### src/rtl/bat_pkg.sv
package bat_pkg;

    localparam logic [31:0] BAT_CLR_ADDR  = 32'h0004_4000;
    localparam logic [31:0] BAT_LOAD_ADDR = 32'h0004_4004;

    typedef enum logic [1:0] {
        REG_NONE  = 2'd0,
        REG_CLEAR = 2'd1,
        REG_LOAD  = 2'd2
    } reg_sel_e;

endpackage

### src/rtl/bat_regif.sv
module bat_regif
    import bat_pkg::*;
#(
    parameter int              ADDR_W     = 32,
    parameter int              CNT_W      = 16,
    parameter logic [ADDR_W-1:0] CLR_ADDR  = ADDR_W'(BAT_CLR_ADDR),
    parameter logic [ADDR_W-1:0] LOAD_ADDR = ADDR_W'(BAT_LOAD_ADDR),
    parameter logic [CNT_W-1:0]  RST_RELOAD = CNT_W'(100)
) (
    input  logic              clk_i,
    input  logic              rst_ni,
    input  logic              wr_en_i,
    input  logic [ADDR_W-1:0] wr_addr_i,
    input  logic [CNT_W-1:0]  wr_data_i,
    output logic [CNT_W-1:0]  reload_o,
    output logic              clr_o
);

    typedef struct packed {
        logic [CNT_W-1:0] reload;
    } regs_t;

    regs_t    regs_d, regs_q;
    reg_sel_e sel;

    always_comb begin
        sel = REG_NONE;
        if (wr_en_i) begin
            if (wr_addr_i == CLR_ADDR)       sel = REG_CLEAR;
            else if (wr_addr_i == LOAD_ADDR) sel = REG_LOAD;
        end
        regs_d = regs_q;
        if (sel == REG_LOAD) regs_d.reload = wr_data_i;
    end

    always_ff @(posedge clk_i or negedge rst_ni) begin
        if (!rst_ni) regs_q <= '{reload: RST_RELOAD};
        else         regs_q <= regs_d;
    end

    assign reload_o = regs_q.reload;
    assign clr_o    = (sel == REG_CLEAR);

endmodule

### src/rtl/bat_counter.sv
module bat_counter #(
    parameter int               CNT_W      = 16,
    parameter logic [CNT_W-1:0] RST_RELOAD = CNT_W'(100)
) (
    input  logic             clk_i,
    input  logic             rst_ni,
    input  logic             tick_i,
    input  logic             grant_i,
    input  logic [CNT_W-1:0] reload_i,
    output logic [CNT_W-1:0] count_o,
    output logic             fault_o
);

    localparam logic [CNT_W-1:0] ONE = CNT_W'(1);

    typedef struct packed {
        logic [CNT_W-1:0] cnt;
        logic             fault;
    } cnt_state_t;

    cnt_state_t st_d, st_q;

    always_comb begin
        st_d       = st_q;
        st_d.fault = 1'b0;
        if (!grant_i) begin
            st_d.cnt = reload_i;
        end else if (reload_i == '0) begin
            st_d.cnt = '0;
        end else if (tick_i && (st_q.cnt != '0)) begin
            st_d.cnt   = st_q.cnt - ONE;
            st_d.fault = (st_q.cnt == ONE);
        end
    end

    always_ff @(posedge clk_i or negedge rst_ni) begin
        if (!rst_ni) st_q <= '{cnt: RST_RELOAD, fault: 1'b0};
        else         st_q <= st_d;
    end

    assign count_o = st_q.cnt;
    assign fault_o = st_q.fault;

endmodule

### src/rtl/bat_errflag.sv
module bat_errflag (
    input  logic clk_i,
    input  logic rst_ni,
    input  logic fault_i,
    input  logic ext_i,
    input  logic clr_i,
    output logic err_o
);

    typedef struct packed {
        logic err;
    } flag_t;

    flag_t fl_d, fl_q;

    always_comb begin
        fl_d = fl_q;
        if (fault_i || ext_i) fl_d.err = 1'b1;
        else if (clr_i)       fl_d.err = 1'b0;
    end

    always_ff @(posedge clk_i or negedge rst_ni) begin
        if (!rst_ni) fl_q <= '{err: 1'b0};
        else         fl_q <= fl_d;
    end

    assign err_o = fl_q.err;

endmodule

### src/rtl/bus_ack_timeout.sv
module bus_ack_timeout
    import bat_pkg::*;
#(
    parameter int                ADDR_W     = 32,
    parameter int                CNT_W      = 16,
    parameter logic [ADDR_W-1:0] CLR_ADDR   = ADDR_W'(BAT_CLR_ADDR),
    parameter logic [ADDR_W-1:0] LOAD_ADDR  = ADDR_W'(BAT_LOAD_ADDR),
    parameter logic [CNT_W-1:0]  RST_RELOAD = CNT_W'(100)
) (
    input  logic              clk_i,
    input  logic              rst_ni,
    input  logic              tick_i,
    input  logic              grant_i,
    input  logic              ext_expire_i,
    input  logic              wr_en_i,
    input  logic [ADDR_W-1:0] wr_addr_i,
    input  logic [CNT_W-1:0]  wr_data_i,
    output logic [CNT_W-1:0]  count_o,
    output logic              bus_fault_o,
    output logic              err_o,
    output logic              irq15_o,
    output logic              diag_led_o
);

    logic [CNT_W-1:0] reload_val;
    logic             clr_req;

    bat_regif #(
        .ADDR_W    (ADDR_W),
        .CNT_W     (CNT_W),
        .CLR_ADDR  (CLR_ADDR),
        .LOAD_ADDR (LOAD_ADDR),
        .RST_RELOAD(RST_RELOAD)
    ) u_regif (
        .clk_i    (clk_i),
        .rst_ni   (rst_ni),
        .wr_en_i  (wr_en_i),
        .wr_addr_i(wr_addr_i),
        .wr_data_i(wr_data_i),
        .reload_o (reload_val),
        .clr_o    (clr_req)
    );

    bat_counter #(
        .CNT_W     (CNT_W),
        .RST_RELOAD(RST_RELOAD)
    ) u_counter (
        .clk_i   (clk_i),
        .rst_ni  (rst_ni),
        .tick_i  (tick_i),
        .grant_i (grant_i),
        .reload_i(reload_val),
        .count_o (count_o),
        .fault_o (bus_fault_o)
    );

    bat_errflag u_errflag (
        .clk_i (clk_i),
        .rst_ni(rst_ni),
        .fault_i(bus_fault_o),
        .ext_i (ext_expire_i),
        .clr_i (clr_req),
        .err_o (err_o)
    );

    assign irq15_o    = err_o;
    assign diag_led_o = err_o;

endmodule

### config.mk
export PLATFORM = sky130hd
export DESIGN_NAME = bus_ack_timeout
export DESIGN_NICKNAME = d
export VERILOG_FILES = /design/src/rtl/bat_pkg.sv /design/src/rtl/bat_regif.sv /design/src/rtl/bat_counter.sv /design/src/rtl/bat_errflag.sv /design/src/rtl/bus_ack_timeout.sv
export SDC_FILE = /design/constraint.sdc
export NUM_CORES = 1
export LEC_CHECK = 0
export BUFFER_PORTS_ARGS = -buffer_cell sky130_fd_sc_hd__buf_2
export CORE_MARGIN = 2
export CORE_UTILIZATION = 49
export CTS_CLUSTER_DIAMETER = 30
export DETAILED_ROUTE_END_ITERATION = 16
export PLACE_DENSITY = 0.8
export SYNTH_ARGS = -nofsm -noshare
export SYNTH_HDL_FRONTEND = slang
export SYNTH_SLANG_ARGS = --single-unit
### constraint.sdc
create_clock -name clk_i -period 2.1 [get_ports clk_i]
set_clock_uncertainty 0.1 [all_clocks]
set_input_delay 0.105 -clock clk_i [delete_from_list [all_inputs] [get_ports clk_i]]
set_output_delay 0.105 -clock clk_i [all_outputs]
set_load 0.02 [all_outputs]
==> results of run 1 <==
==> cells by family after synthesis <==
logic type	share of synthesized area
xor+xnor	0.0592
mux	0.0176
fa+ha+maj	0.0195
flops	0.446
simple gates	0.237
buf+inv	0.0657
compound gates	0.155
==> cell usage after synthesis, types with 2 or more instances <==
library cell	count	share of area
dfstp_2	6	0.082
o22ai_1	14	0.046
o21ai_0	15	0.039
buf_2	2	0.0052
ha_1	3	0.020
nor2_1	6	0.012
nand4_1	6	0.020
a21oi_1	4	0.010
nor4_4	2	0.022
nor4_1	7	0.023
inv_1	17	0.033
o211ai_1	2	0.0078
nor4_2	5	0.033
nand4b_1	2	0.0091
xnor2_1	8	0.036
clkbuf_1	4	0.0078
nand2_1	23	0.045
nand3_1	2	0.0052
buf_4	3	0.012
a211oi_1	3	0.012
nor3_1	2	0.0052
nor4b_1	2	0.0091
dfrtp_1	28	0.36
a211o_1	2	0.0091
mux2_1	2	0.012
xor2_1	5	0.023
==> worst max path at each step <==
| stage | startpoint | endpoint | slack, ps | cells past startpoint |
|---|---|---|---|---|
| after global routing | u_counter.count_o[0] | u_counter.count_o[6] | 80 | 6 |
| after global placement | u_counter.count_o[11] | u_counter.count_o[1] | 250 | 5 |
| final | u_counter.count_o[11] | u_counter.count_o[1] | 180 | 5 |
| after detailed placement | u_counter.count_o[11] | u_counter.count_o[1] | 200 | 5 |
| after floorplan | u_counter.count_o[0] | u_counter.count_o[14] | 160 | 7 |
| after CTS | u_counter.count_o[11] | u_counter.count_o[1] | 190 | 5 |
==> what timing repair did <==
action / in CTS / in global routing
buffers inserted: 0 / 0
hold buffers: 18 / 0
hold endpoints to repair: 45 / 0
==> registers in the layout (all words and copies together), names as in the netlist <==
name	count
u_counter.count_o	16
u_regif.reload_o	16
u_counter.fault_o	1
u_errflag.err_o	1
==> metal layers <==
| layer | vias to the layer above | part of all wire | track usage |
|---|---|---|---|
| li1 | 893 | - | - |
| met1 | 890 | 0.43 | 0.319 |
| met2 | 67 | 0.50 | 0.431 |
| met3 | 10 | 0.051 | 0.0456 |
| met4 | 0 | 0.017 | 0.0765 |
| met5 | - | 0 | 0 |
==> cell type report <==
type                            instances  share of cell area
Clock inverter                          2              0.0225
Inverter                               17              0.0239
Clock buffer                            6              0.0309
Timing Repair Buffer                   98               0.224
Multi-Input combinational cell        133               0.355
Sequential cell                        34               0.321
Tap cell                               48              0.0225
==> placed cells by master, fill, tap and decap left out, drive strengths merged, types with 3 or more instances in the layout <==
cell type / instances
buf: 80
dfrtp: 28
nand2: 23
dlygate4sd3: 18
inv: 17
o21ai: 16
o22ai: 14
nor4: 14
xnor2: 8
nand4: 6
nor2: 6
clkbuf: 6
dfstp: 6
xor2: 5
a21oi: 4
a211oi: 3
ha: 3
nand4b: 3
nor4b: 3
mux2: 3
==> power by group through the flow <==
stage	logic, mW	registers [mW]	clock network (mW)
2_1_floorplan	0.0695	0.742	0
3_3_place_gp	0.192	0.720	0
3_5_place_dp	0.197	0.721	0
4_1_cts	0.224	0.709	0.759
5_1_grt	0.246	0.712	0.786
6_report	0.225	0.710	0.756
==> tightest hold or removal path, stage by stage <==
cell and delay [ps]:
buf_2 80, or4_1 110, a211o_1 110
==> stage by stage <==
| stage | worst slack (ps) | instances | hold slack [ps] | instance area, um^2 |
|---|---|---|---|---|
| 2_1_floorplan | 157 | 195 | -291 | 1920 |
| 3_3_place_gp | 248 | 312 | 99.9 | 2350 |
| 3_5_place_dp | 200 | 312 | 108 | 2350 |
| 4_1_cts | 186 | 338 | 55.4 | 2670 |
| 5_1_grt | 77.4 | 338 | 88.8 | 2670 |
| 6_report | 181 | 338 | 48.1 | 2670 |
==> flow_summary_export.csv, run 1 <==
group,metric,value,unit
outcome,outcome,"finished, final reports clean",
hold_path,worstHoldPathCells,3,
clocking,cts_tree,"built",
setup_path,cpPeakStageDelay,460,ps
clocking,clockBufferDepth,2,
hold_path,min-delay-start,"wr_addr_i[2]",
layout,nNetsFinal,346,
logic_synthesis,async_reset_ff_frac,1.00,
routing,drtIter0Drc,147,
timing,tns,0,ps
routing,drc,0,
floorplan,rows,22,
routing,wl,5.08,mm
setup_path,cp.arrival,2030,ps
setup_path,regToRegStartpoint,"u_counter.count_o[11]",
global_route,overflow,0,
logic_synthesis,netlist_area,0.00192,mm^2
setup_path,critPathKind,"reg2reg",
clocking,htree_levels,2,
logic_synthesis,netlist_instances,195,
setup_path,endpoint_kind,"flip-flop",
layout,postLayoutCoreUtil,0.719,
setup_path,start_kind,"flip-flop",
floorplan,die_x,66.7,um
clocking,cts.clk_slew.worst_paths,70,ps
logic_synthesis,synthDistinctLibCells,46,
global_route,grtUsageTotal,0.251,
timing,worstMarginPinSlew,737,ps
timing,finalSetupViolCount,0,
routing,wl_per_cell,15.0,um
pwr,switching_power,395,uW
timing,final-max-slew-violation-count,0,
setup_path,reg2reg_depth,5,
pwr,ir_drop,0.500,mV
routing,antenna_left,0,
routing,viasPerCell,5.50,
logic_synthesis,ys_seq_area_frac,0.446,
clocking,cts_made_buffers,5,
timing,period_minus_slack,1920,ps
pwr,combPwrFrac,0.133,
pwr,netSwitchingFraction,0.234,
logic_synthesis,synth.avg_cell_area,9.87,um^2
logic_synthesis,ys.warnings.count,0,
floorplan,core-area,0.00372,mm^2
pwr,pwr-share-clk,0.447,
layout,drive_above_1_share,0.372,
setup_path,cp_top_family,"simple AND/OR/NAND/NOR gates",
routing,num_vias,1860,
placed_design,dp_hpwl,3.61,mm
setup_path,cpMaxStageDelayCell,"dfrtp_1",
layout,areaGrowthSynthToFinish,38.8,%
pwr,p_leak,1.22,nW
clocking,clock_latency,290,ps
timing,fin_crit_sh,0.914,
placed_design,globalplace.congestion,0.900,
timing,hold_viol,0,
clocking,cts_resized,0,
pwr,p_seq_frac,0.420,
timing,timing.fmax,0.521,GHz
layout,fill_cells,308,
pwr,power_density,633,mW/mm^2
layout,diodes,0,
placed_design,io_buffer_count,73,
floorplan,die_h,66.7,um
logic_synthesis,ys_ff_latch,34,
setup_path,crit_fanout,6,
hold_path,hold_path_class,"in2reg",
logic_synthesis,synth-edff-count,0,
logic_synthesis,synthesis.nets,252,
clocking,clockRootBuffer,"clkbuf_8",
job,cap_violations,0,
global_route,grt_pass1_wl,8.26,mm
floorplan,dieArea,0.00444,mm^2
setup_path,r2r_slack,180,ps
logic_synthesis,ys.flop_type,"dfrtp_1",
layout,multi_input_area,948,um^2
layout,seq_area,858,um^2
hold_path,min_to,"u_errflag.err_o",
setup_path,cp_num_buf_inv,0,
setup_path,required,2210,ps
setup_path,rr_endpoint,"u_counter.count_o[1]",
global_route,grt_max_degree,35,
pwr,p_int,1.30,mW
pwr,p_total,1.69,mW
floorplan,io_pins,74,
clocking,cts.sinks,34,
floorplan,start_util,0.518,
routing,first_pass_iters,4,
global_route,grt_antenna_before_repair,0,
timing,relSlewSlack,0.509,
setup_path,path_cells,"nor4_4 -> nand4b_4 -> o21ai_4 -> mux2_2 -> o22ai_1",
timing,rsz0062_at_grt,"no",
global_route,grt_pass1_vias,1780,
Power figures use the tool's default switching activity.
==> inputs of run 2 (changes only) <==
--- a/config.mk
+++ b/config.mk
@@ -10,7 +10,9 @@
 export CORE_UTILIZATION = 49
 export CTS_CLUSTER_DIAMETER = 30
 export DETAILED_ROUTE_END_ITERATION = 16
+export GPL_TIMING_DRIVEN = 1
 export PLACE_DENSITY = 0.8
+export REMOVE_ABC_BUFFERS = 1
 export SYNTH_ARGS = -nofsm -noshare
 export SYNTH_HDL_FRONTEND = slang
 export SYNTH_SLANG_ARGS = --single-unit
==> run 2 against run 1 <==
Via count shrank 0.91%. Register-to-register slack lost 50 ps. Count of clock-buffer cells in the layout grew 1. Sequential cell count is the same. Sequential share of layout area grew 0.63 points. Highest routed layer unchanged.
==> flow_summary_export.csv, run 2 (synthesis results as in run 1) <==
group,metric,value,unit
floorplan,start_util,0.518,
pwr,power_density,547,mW/mm^2
outcome,outcome,"finished, final reports clean",
hold_path,min-delay-start,"wr_addr_i[2]",
pwr,netSwitchingFraction,0.265,
floorplan,io_pins,74,
placed_design,globalplace.congestion,0.861,
global_route,grtUsageTotal,0.247,
pwr,p_int,1.05,mW
layout,fin_cells,338,
setup_path,required,2210,ps
global_route,grt_pass1_vias,1841,
routing,num_vias,1843,
layout,diodes,0,
routing,first_pass_iters,4,
timing,timing.fmax,0.509,GHz
pwr,p_seq_frac,0.496,
hold_path,hold_path_class,"in2reg",
layout,final_cell_mix,"73 x buf_2, 28 x dfrtp_1, 23 x nand2_1",
timing,finalSetupViolCount,0,
clocking,htree_levels,2,
pwr,ir_drop,0.488,mV
setup_path,cp.arrival,2080,ps
routing,antenna_left,0,
routing,drtIter0Drc,52,
timing,worstMarginPinSlew,753,ps
clocking,cts_setup_buffers,0,
pwr,pwr-share-clk,0.349,
global_route,overflow,0,
timing,fin_crit_sh,0.935,
routing,wl,4.91,mm
floorplan,die_x,66.7,um
clocking,cts_hold_buf,18,
setup_path,start_kind,"flip-flop",
placed_design,dp_cells,312,
global_route,grt_pass1_wl,8.11,mm
clocking,clock_latency,290,ps
layout,fin_area,0.00262,mm^2
routing,drc,0,
timing,rsz0062_at_grt,"no",
placed_design,dp_hpwl,3.53,mm
global_route,grt_antenna_before_repair,0,
routing,viasPerCell,5.45,
setup_path,regToRegStartpoint,"u_counter.count_o[11]",
clocking,clockBufferDepth,2,
layout,areaGrowthSynthToFinish,36.2,%
floorplan,core-area,0.00372,mm^2
setup_path,endpoint_kind,"flip-flop",
layout,nNetsFinal,346,
clocking,clockRootBuffer,"clkbuf_8",
clocking,cts_tree,"built",
setup_path,crit_fanout,6,
clocking,cts.clk_slew.worst_paths,70,ps
timing,final-max-slew-violation-count,0,
setup_path,startpoint,"u_counter.count_o[11]",
timing,hold_viol,0,
clocking,cts_made_buffers,5,
routing,wl_per_cell,14.5,um
placed_design,place_area,0.00235,mm^2
pwr,switching_power,379,uW
floorplan,dieArea,0.00444,mm^2
pwr,p_leak,1.20,nW
floorplan,rows,22,
layout,drive_above_1_share,0.369,
timing,period_minus_slack,1960,ps
timing,relSlewSlack,0.498,
setup_path,critPathKind,"reg2reg",
clocking,cts_resized,0,
floorplan,die_h,66.7,um
pwr,combPwrFrac,0.155,
placed_design,io_buffer_count,73,
job,cap_violations,0,
layout,final_common_cell,"buf_2",
clocking,cts.sinks,34,
layout,fill_cells,309,
global_route,grt_max_degree,35,
run 2: cell types whose count changed in the layout (fill, tap and decap cells not counted), sizes merged:
cell and delta:
bufinv -2, clkbuf +1, clkinv +1
run 2: worst paths after layout:
kind / endpoint / slack, ps / cells after the start
max reg2reg: u_counter.count_o[1] / 140 / 5
min in group asynchronous: u_regif.reload_o[9] / 310 / 2
min: u_errflag.err_o / 40 / 3
min reg2reg: u_errflag.err_o / 370 / 1
max in group asynchronous: u_regif.reload_o[0] / 1110 / 2
max: u_counter.count_o[1] / 140 / 5
run 2: cell type report:
cell class	count	area [um^2]	share of cell area
multi-input cells	133	948	0.362
flip-flops and latches	34	858	0.328
repair buffers	98	598	0.228
clock buffers	7	86.3	0.0330
inverters	17	63.8	0.0244
well taps	48	60.1	0.0229
clock inverters	1	5.00	0.00191
run 2: critical path: stages (launching register included):
cell and delay [ps]:
dfrtp_1 460, nor4_4 430, nand4b_4 210, o21ai_4 210, mux2_2 350, o22ai_1 110
run 2: through the flow:
step	util	setup TNS (ps)	hold WS, ps	setup WS, ps	power, mW
after floorplan	-	-1190	-291	-232	0.804
after global placement	0.632	0	103	242	0.912
after detailed placement	0.632	0	105	180	0.916
after CTS	0.705	0	43.3	140	1.44
after global routing	0.705	0	64.5	38.2	1.50
final	0.705	0	43.8	136	1.43
run 2: layer usage:
| layer | track usage | vias up | share of wire |
|---|---|---|---|
| li1 | - | 896 | - |
| met1 | 0.292 | 878 | 0.42 |
| met2 | 0.426 | 61 | 0.50 |
| met3 | 0.0693 | 8 | 0.062 |
| met4 | 0.0867 | 0 | 0.014 |
| met5 | 0 | - | 0 |
run 2: power by group through the flow:
stage	registers [mW]	clock network, mW	logic (mW)
after floorplan	0.742	0	0.0628
after global routing	0.712	0.544	0.242
after CTS	0.709	0.510	0.223
after detailed placement	0.721	0	0.195
after global placement	0.720	0	0.192
final	0.710	0.500	0.222
==> inputs of run 3 (changes only) <==
--- a/config.mk
+++ b/config.mk
@@ -6,7 +6,6 @@
 export NUM_CORES = 1
 export LEC_CHECK = 0
 export BUFFER_PORTS_ARGS = -buffer_cell sky130_fd_sc_hd__buf_2
-export CORE_MARGIN = 2
 export CORE_UTILIZATION = 49
 export CTS_CLUSTER_DIAMETER = 30
 export DETAILED_ROUTE_END_ITERATION = 16
==> run 3 against run 2 <==
Setup slack worse by 14 ps. Final area is 0.29% higher. Sequential cell count stayed put. First-iteration DRC count is 13% lower. Fmax is 0.71% lower. Final cell count is 0.30% lower. Core utilization is 0.20 points higher. Count of clock-buffer cells in the layout stayed put. Sequential share of layout area is 0.094 points lower. Non-clock buffer count is 1 lower. Critical path type unchanged. Critical endpoint unchanged. Highest routed layer unchanged.
==> flow_summary_export.csv, run 3 (synthesis results as in run 1) <==
group,metric,value,unit
clocking,cts.sinks,34,
layout,final_cell_mix,"73 x buf_2, 28 x dfrtp_1, 23 x nand2_1",
timing,relSlewSlack,0.501,
floorplan,rows,22,
setup_path,r2r_slack,120,ps
routing,drc,0,
setup_path,cp.arrival,2080,ps
pwr,power_density,578,mW/mm^2
clocking,cts_setup_buffers,0,
pwr,ir_drop,0.399,mV
clocking,clock_latency,290,ps
hold_path,hold_path_class,"in2reg",
routing,num_vias,1779,
floorplan,die_h,64.7,um
routing,viasPerCell,5.28,
placed_design,globalplace.congestion,0.832,
timing,rsz0062_at_grt,"no",
floorplan,core-area,0.00372,mm^2
routing,first_pass_iters,6,
layout,areaGrowthSynthToFinish,36.5,%
setup_path,critPathKind,"reg2reg",
routing,drtIter0Drc,45,
pwr,p_leak,1.19,nW
timing,tns,0,ps
timing,fin_crit_sh,0.942,
layout,fin_cells,337,
global_route,grt_pass1_vias,1730,
global_route,grt_antenna_before_repair,0,
clocking,cts_resized,0,
floorplan,io_pins,74,
clocking,cts.clk_slew.worst_paths,70,ps
global_route,grt_max_degree,35,
setup_path,start_kind,"flip-flop",
routing,antenna_left,0,
placed_design,dpl_worst_slack,194,ps
outcome,outcome,"finished, final reports clean",
timing,worstMarginPinSlew,749,ps
timing,hold_slack,53.1,ps
timing,finalWorstSetupSlack,121,ps
layout,final_common_cell,"buf_2",
placed_design,dp_hpwl,3.36,mm
floorplan,start_util,0.518,
setup_path,crit_fanout,6,
routing,wl,4.59,mm
job,cap_violations,0,
global_route,grt_pass1_wl,7.66,mm
layout,postLayoutCoreUtil,0.707,
timing,finalSetupViolCount,0,
layout,drive_above_1_share,0.363,
layout,diodes,0,
routing,wl_per_cell,13.6,um
floorplan,die_x,64.7,um
global_route,overflow,0,
floorplan,dieArea,0.00418,mm^2
timing,period_minus_slack,1980,ps
placed_design,dp_cells,311,
clocking,clockBufferDepth,2,
clocking,cts_tree,"built",
timing,hold_viol,0,
clocking,cts_made_buffers,5,
placed_design,io_buffer_count,73,
global_route,grtUsageTotal,0.241,
setup_path,endpoint_kind,"flip-flop",
clocking,clockRootBuffer,"clkbuf_8",
pwr,p_total,1.52,mW
layout,nNetsFinal,345,
layout,fin_area,0.00263,mm^2
timing,timing.fmax,0.505,GHz
setup_path,required,2200,ps
placed_design,place_area,0.00234,mm^2
timing,final-max-slew-violation-count,0,
clocking,htree_levels,2,
[run 3: changes by cell type in the layout (fill, tap and decap cells not counted)]
cell       change
buf_4          -1
bufinv_16      +1
clkbuf_1       +1
clkbuf_8       -1
clkinv_2       -1
[run 3: routing by layer]
| layer | part of all wire | track usage |
|---|---|---|
| met1 | 0.44 | 0.298 |
| met2 | 0.49 | 0.414 |
| met3 | 0.054 | 0.0511 |
| met4 | 0.013 | 0.0889 |
| met5 | 0 | 0 |
[run 3: area by class of cell]
| class | instances | area [um^2] |
|---|---|---|
| clock buffer | 7 | 76.3 |
| clock inverter | 1 | 30.0 |
| fill | 301 | 1090 |
| inverter | 17 | 63.8 |
| multi-input combinational | 133 | 948 |
| sequential | 34 | 858 |
| tap | 48 | 60.1 |
| timing repair buffer | 97 | 591 |
[run 3: power by group]
part / leakage, nW / total, mW / switching, mW / internal [mW]
Sequential: 0.357 / 0.709 / 0.0309 / 0.678
Combinational: 0.785 / 0.221 / 0.112 / 0.110
Clock: 0.0524 / 0.589 / 0.235 / 0.355
[run 3: final timing paths]
kind / from / to / cells past startpoint
hold reg to reg: u_counter.fault_o / u_errflag.err_o / 1
min in group asynchronous: rst_ni / u_regif.reload_o[8] / 2
setup reg to reg: u_counter.count_o[13] / u_counter.count_o[1] / 5
max in group asynchronous: rst_ni / u_regif.reload_o[0] / 2
setup / recovery: u_counter.count_o[13] / u_counter.count_o[1] / 5
hold / removal: wr_addr_i[2] / u_errflag.err_o / 3
[run 3: timing repair]
item | in CTS | in global routing
hold buffers | 18 | 0
setup endpoints to repair | 0 | 1
endpoints found under the hold margin | 45 | 0
[run 3: worst max-delay path: stages (launching register included)]
cell      delay [ps]
dfrtp_1          450
nor4_4           420
nand4b_4         210
o21ai_4          210
mux2_2           360
o22ai_1          140
